[src/rtl/alarm_pkg.sv]
package alarm_pkg;

  localparam int NUM_FIELDS = 5;  // 0 sec, 1 min, 2 hour, 3 date, 4 month

  typedef struct packed {
    logic setFlag;
    logic clrFlag;
  } flag_strb_t;

  // Significant bits of each BCD field.
  function automatic logic [7:0] field_mask(input int idx);
    case (idx)
      0, 1:    return 8'h7F;
      2, 3:    return 8'h3F;
      default: return 8'h1F;
    endcase
  endfunction

  // Which fields must agree for a given repeat code; unknown codes fire every second.
  function automatic logic [NUM_FIELDS-1:0] required_fields(input logic [4:0] code);
    case (code)
      5'b11110: return 5'b00001;
      5'b11100: return 5'b00011;
      5'b11000: return 5'b00111;
      5'b10000: return 5'b01111;
      5'b00000: return 5'b11111;
      default:  return 5'b00000;
    endcase
  endfunction

endpackage

[src/rtl/alarm_flag_ctrl.sv]
module alarm_flag_ctrl
  import alarm_pkg::*;
#(
  parameter int PTR_W     = 5,
  parameter int FLAG_ADDR = 15
) (
  input  logic             clk,
  input  logic             rst_n,
  input  logic             secTick,
  input  logic             matchHit,
  input  logic [PTR_W-1:0] regPtr,
  input  logic             flagRead,
  output flag_strb_t       strb
);

  logic onFlag;
  logic tickHit;
  logic pendQ;

  assign onFlag  = (regPtr == PTR_W'(FLAG_ADDR));
  assign tickHit = secTick && matchHit;

  always_comb begin
    strb.setFlag = (tickHit || pendQ) && !onFlag;
    strb.clrFlag = flagRead;
  end

  // Deferred alarm held while the pointer sits on the flag register.
  always_ff @(posedge clk or negedge rst_n) begin
    if (!rst_n)                pendQ <= 1'b0;
    else if (tickHit && onFlag) pendQ <= 1'b1;
    else if (!onFlag)           pendQ <= 1'b0;
  end

  p_pending_kept_r10: assert property (@(posedge clk) disable iff (!rst_n)
    (pendQ && onFlag && !flagRead) |=> pendQ);

endmodule

[src/rtl/alarm_match_dp.sv]
module alarm_match_dp
  import alarm_pkg::*;
#(
  parameter int FIELD_W   = 8,
  parameter int RATE_W    = 4,
  parameter int PTR_W     = 5,
  parameter int FLAG_ADDR = 15,
  localparam int TAP_W    = (1 << RATE_W) - 1
) (
  input  logic               clk,
  input  logic               rst_n,
  input  logic [FIELD_W-1:0] curSec,
  input  logic [FIELD_W-1:0] curMin,
  input  logic [FIELD_W-1:0] curHour,
  input  logic [FIELD_W-1:0] curDate,
  input  logic [FIELD_W-1:0] curMonth,
  input  logic [FIELD_W-1:0] almSec,
  input  logic [FIELD_W-1:0] almMin,
  input  logic [FIELD_W-1:0] almHour,
  input  logic [FIELD_W-1:0] almDate,
  input  logic [FIELD_W-1:0] almMonth,
  input  logic [4:0]         rptCode,
  input  flag_strb_t         strb,
  input  logic               sqwEn,
  input  logic               flagEn,
  input  logic               outBit,
  input  logic [RATE_W-1:0]  rateSel,
  input  logic [TAP_W-1:0]   prescTaps,
  input  logic [PTR_W-1:0]   regPtr,
  output logic               matchHit,
  output logic               alarmFlag,
  output logic               pinPullDown
);

  logic [FIELD_W-1:0]    curArr [NUM_FIELDS];
  logic [FIELD_W-1:0]    almArr [NUM_FIELDS];
  logic [NUM_FIELDS-1:0] fieldEq;
  logic [NUM_FIELDS-1:0] reqMask;
  logic                  tapLevel;

  assign curArr = '{curSec, curMin, curHour, curDate, curMonth};
  assign almArr = '{almSec, almMin, almHour, almDate, almMonth};

  for (genvar i = 0; i < NUM_FIELDS; i++) begin : g_field
    localparam logic [FIELD_W-1:0] MASK = FIELD_W'(field_mask(i));
    assign fieldEq[i] = ((curArr[i] ^ almArr[i]) & MASK) == '0;
  end

  assign reqMask  = required_fields(rptCode);
  assign matchHit = &(fieldEq | ~reqMask);

  always_ff @(posedge clk or negedge rst_n) begin
    if (!rst_n)            alarmFlag <= 1'b0;
    else if (strb.clrFlag) alarmFlag <= 1'b0;
    else if (strb.setFlag) alarmFlag <= 1'b1;
  end

  assign tapLevel = (rateSel == '0) ? 1'b1 : prescTaps[rateSel - RATE_W'(1)];

  always_comb begin
    if (sqwEn)       pinPullDown = !tapLevel;
    else if (flagEn) pinPullDown = alarmFlag;
    else             pinPullDown = !outBit;
  end

  p_no_set_on_flag_ptr_r10: assert property (@(posedge clk) disable iff (!rst_n)
    $rose(alarmFlag) |-> ($past(regPtr) != PTR_W'(FLAG_ADDR)));

  p_static_pin_r13: assert property (@(posedge clk) disable iff (!rst_n)
    (!sqwEn && !flagEn) |-> (pinPullDown == !outBit));

  p_rate_zero_release_r11: assert property (@(posedge clk) disable iff (!rst_n)
    (sqwEn && rateSel == '0) |-> !pinPullDown);

endmodule

[src/rtl/alarm_pin_unit.sv]
module alarm_pin_unit
  import alarm_pkg::*;
#(
  parameter int FIELD_W   = 8,
  parameter int RATE_W    = 4,
  parameter int PTR_W     = 5,
  parameter int FLAG_ADDR = 15,
  localparam int TAP_W    = (1 << RATE_W) - 1
) (
  input  logic               clk,
  input  logic               rst_n,
  input  logic               secTick,
  input  logic [FIELD_W-1:0] curSec,
  input  logic [FIELD_W-1:0] curMin,
  input  logic [FIELD_W-1:0] curHour,
  input  logic [FIELD_W-1:0] curDate,
  input  logic [FIELD_W-1:0] curMonth,
  input  logic [FIELD_W-1:0] almSec,
  input  logic [FIELD_W-1:0] almMin,
  input  logic [FIELD_W-1:0] almHour,
  input  logic [FIELD_W-1:0] almDate,
  input  logic [FIELD_W-1:0] almMonth,
  input  logic [4:0]         rptCode,
  input  logic               flagEn,
  input  logic               sqwEn,
  input  logic               outBit,
  input  logic [RATE_W-1:0]  rateSel,
  input  logic [TAP_W-1:0]   prescTaps,
  input  logic [PTR_W-1:0]   regPtr,
  input  logic               flagRead,
  output logic               alarmFlag,
  output logic               pinPullDown
);

  flag_strb_t strb;
  logic       matchHit;

  alarm_flag_ctrl #(.PTR_W(PTR_W), .FLAG_ADDR(FLAG_ADDR)) u_ctrl (
    .clk(clk), .rst_n(rst_n), .secTick(secTick), .matchHit(matchHit),
    .regPtr(regPtr), .flagRead(flagRead), .strb(strb)
  );

  alarm_match_dp #(.FIELD_W(FIELD_W), .RATE_W(RATE_W), .PTR_W(PTR_W),
                   .FLAG_ADDR(FLAG_ADDR)) u_dp (
    .clk(clk), .rst_n(rst_n),
    .curSec(curSec), .curMin(curMin), .curHour(curHour), .curDate(curDate),
    .curMonth(curMonth), .almSec(almSec), .almMin(almMin), .almHour(almHour),
    .almDate(almDate), .almMonth(almMonth), .rptCode(rptCode), .strb(strb),
    .sqwEn(sqwEn), .flagEn(flagEn), .outBit(outBit), .rateSel(rateSel),
    .prescTaps(prescTaps), .regPtr(regPtr), .matchHit(matchHit),
    .alarmFlag(alarmFlag), .pinPullDown(pinPullDown)
  );

  p_clear_on_read_r9: assert property (@(posedge clk) disable iff (!rst_n)
    flagRead |=> !alarmFlag);

  p_set_needs_event_r8: assert property (@(posedge clk) disable iff (!rst_n)
    $rose(alarmFlag) |-> ($past(secTick) || $past(regPtr) != PTR_W'(FLAG_ADDR)));

endmodule

[config.mk]
export PLATFORM = sky130hd
export DESIGN_NAME = alarm_pin_unit
export DESIGN_NICKNAME = d
export VERILOG_FILES = /design/src/rtl/alarm_pkg.sv /design/src/rtl/alarm_flag_ctrl.sv /design/src/rtl/alarm_match_dp.sv /design/src/rtl/alarm_pin_unit.sv
export SDC_FILE = /design/constraint.sdc
export NUM_CORES = 1
export LEC_CHECK = 0
export BUFFER_PORTS_ARGS = -buffer_cell sky130_fd_sc_hd__buf_2
export CORE_ASPECT_RATIO = 1.25
export CORE_MARGIN = 4
export CORE_UTILIZATION = 28
export DETAILED_ROUTE_END_ITERATION = 10
export PLACE_DENSITY = 0.8
export SLEW_MARGIN = 20
export SYNTH_ARGS = -nofsm -noshare
export SYNTH_HDL_FRONTEND = slang
export SYNTH_SLANG_ARGS = --single-unit
[constraint.sdc]
create_clock -name clk -period 2.3 [get_ports clk]
set_input_delay 0.23 -clock clk [delete_from_list [all_inputs] [get_ports clk]]
set_output_delay 0.23 -clock clk [all_outputs]
set_load 0.02 [all_outputs]
==> impl_metrics.toml <==
[outcome]
status = "finished clean"

[setup_path]
reg2reg_from = "u_ctrl.pendQ"
r2r_slack_ps = 1450
required_ps = 2070
crit_family = "compound AO/OA/AOI/OAI gates"
critPathMaxFanout = 4
slowest_delay_ps = 370
arrival_ps = 1920
worst_setup_path_start_kind = "input pin"
worstPathCellList = "buf_2 > inv_1 > ha_1 > xor2_1 > mux2_1 > a21oi_1 > o211ai_1 > a31oi_1 > buf_2"
cp_common_cell = "buf_2"
worstSetupEndpointType = "primary output"
criticalPathCategory = "input pin to primary output"
reg2reg_depth = 3
rr_endpoint = "u_dp.alarmFlag"
crit_buf_inv = 3
cp_slowest_cell = "mux2_1"

[final_layout]
nets = 311
area_growth_pct = 78.2
layout-drive-gt1-share_pct = 55.5
antenna_cells = 0
n_fill_cell = 246

[global_route]
grt_overflow = 0
top_usage_layer = "met2"
grtUsageTotal_pct = 13.3
antenna_found_initial = 0
grtUsageMet2_pct = 28.5
globalRouteMet3Util_pct = 2.04
grt_pass1_vias = 1057
grt_pass1_wl_mm = 3.62
grt_max_degree = 7
use_met1_pct = 11.5

[logic_synthesis]
postSynthCellCount = 87
synth_fp_nets = 205
synth_seq_cells = 2
synthAdderAreaFrac_pct = 3.41
synthSimpleGateAreaFrac_pct = 17.1
netlist_area_um2 = 733
synth_top_family_by_area = "XOR/XNOR gates"
synth_compound_area_share_pct = 16.7
synthMuxAreaShare_pct = 13.7
synth_cell_types = 29
yosys_warnings = 0
syn_area_per_cell_um2 = 8.43
synth-seq-area-share_pct = 6.83
synth_xor_area_share_pct = 38.2

[cts]
clkTransAtPathRegs_ps = 30
htree_levels = 1
numCtsBuffers = 3
clk_latency_ps = 220
post-cts-setup-buffers = 0
cts_buffer_depth = 2
tritoncts = "yes"
cts_sinks = 2
clockRootBuffer = "clkbuf_4"

[timing]
fin_crit_ps = 2150
period_share_pct = 93.6
rsz0062_at_grt = "no"
hold_viol_final = 0
setup_tns_ps = 0
slew_headroom_pct = 68.4
max_freq_mhz = 465
drv_slew = 0
setup_viol = 0
setup_slack_ps = 148
worst_pin_slew_ps = 468
skew_ps = 1.45

[place]
dp_slack_ps = 174
hpwl_mm = 2.49
port_buffers = 99
place.gp.congestion = 0.748

[min_path]
holdPathStages = 2
holdPathEnd = "u_dp.alarmFlag"
hold_class = "input pin to flop"
hp-start = "flagRead"

[routing]
drc = 0
route.vias.total = 1048
drt_pass1_iterations = 2
viasPerCell = 4.68
drt_iter0_markers = 5
wire_per_inst_um = 11.8
wl_mm = 2.65
ant_nets = 0

[flow_run]
max_cap_violations = 0

[pwr]
p_per_area_nw_per_um2 = 251
irDropWorstVdd_mv = 0.138
p_leak_uw = 0.000678
p_total_uw = 328

[floorplan]
fp.dieH_um = 65.2
die_area_um2 = 3510
core-area_um2 = 2480
start_util_pct = 29.6
fp-row-count = 20
ios = 118
dieWidth_um = 53.8
-- worst max path at each step --
stage,start,end,slack [ps],cells past startpoint
2_1_floorplan,rateSel[0],pinPullDown,220,8
5_1_grt,rateSel[0],pinPullDown,80,9
4_1_cts,rateSel[0],pinPullDown,180,9
3_3_place_gp,rateSel[0],pinPullDown,250,9
6_report,rateSel[0],pinPullDown,150,9
3_5_place_dp,rateSel[0],pinPullDown,170,9
-- flip-flops by register name, indices dropped and copies added (netlist names) --
name / count
u_ctrl.pendQ: 1
u_dp.alarmFlag: 1
-- metrics by stage --
| stage | std cells | util (%) | hold slack (ps) | instance area, µm² |
|---|---|---|---|---|
| 2_1_floorplan | 87 | - | -65.6 | 733 |
| 3_3_place_gp | 220 | 51.4 | 15.1 | 1270 |
| 3_5_place_dp | 220 | 51.4 | 17.5 | 1270 |
| 5_1_grt | 224 | 52.7 | 236 | 1310 |
| 4_1_cts | 224 | 52.7 | 213 | 1310 |
| 6_report | 224 | 52.7 | 216 | 1310 |
-- power breakdown --
group          switching, µW  internal, µW
Combinational           85.3           125
Clock                   20.2          57.6
Sequential              1.67          37.7
Total                    107           221
-- cells in the mapped netlist (all sizes together) --
cell type	n	area, µm²
mux4	3	78.8
inv	5	18.8
nand4	6	37.5
nor3b	2	15.0
xnor2	21	184
dfrtp	2	50.1
xor2	11	96.3
or3	2	17.5
nor3	1	5.00
a2111oi	1	8.76
o41ai	3	26.3
nand3	2	10.0
mux2	1	11.3
or2	1	6.26
a221oi	1	8.76
o21ai	2	10.0
nor2	2	7.51
buf	1	11.3
ha	2	25.0
a21oi	3	15.0
a211oi	2	15.0
o31ai	1	7.51
mux2i	1	10.0
a31oi	1	6.26
o211ai	1	7.51
nand2	7	26.3
o311ai	2	17.5
-- what timing repair did --
item	4_1_cts	5_1_grt
gates resized for setup	0	0
hold endpoints to repair	2	0
setup endpoints to repair	0	0
hold buffers	1	0
-- metal layers --
layer  vias to the layer above  wire length, µm
li1                        535                -
met1                       445              838
met2                        68             1470
met3                         0              345
met4                         0                0
met5                         -                0
-- layout by cell type (no fill, tap or decap), types with 2 or more instances in the layout --
| master | synthesis | final |
|---|---|---|
| buf_2 | 0 | 99 |
| xnor2_1 | 21 | 21 |
| xor2_1 | 11 | 11 |
| nand2_1 | 7 | 7 |
| nand4_1 | 6 | 6 |
| inv_1 | 5 | 5 |
| a21oi_1 | 3 | 3 |
| mux4_1 | 3 | 3 |
| o41ai_1 | 3 | 3 |
| clkbuf_4 | 0 | 3 |
| nor3b_1 | 2 | 2 |
| nor2_1 | 2 | 2 |
| a211oi_1 | 2 | 2 |
| nand3_1 | 2 | 2 |
| o21ai_0 | 2 | 2 |
| ha_1 | 2 | 2 |
| buf_4 | 0 | 2 |
| dfrtp_1 | 2 | 2 |
-- cells by family after synthesis --
group	count (synthesis)
buf+inv	6
flops	2
simple gates	23
fa+ha+maj	2
mux	5
compound gates	17
xor+xnor	32
-- final cells by class --
| cell class | count | area, µm² | share of cell area [%] |
|---|---|---|---|
| Multi-Input combinational cell | 79 | 653 | 50.0 |
| Timing Repair Buffer | 102 | 520 | 39.8 |
| Sequential cell | 2 | 50.0 | 3.83 |
| Tap cell | 33 | 41.3 | 3.16 |
| Clock buffer | 3 | 22.5 | 1.72 |
| Inverter | 5 | 18.8 | 1.44 |
Note: power is estimated with default switching activity, not from simulation.
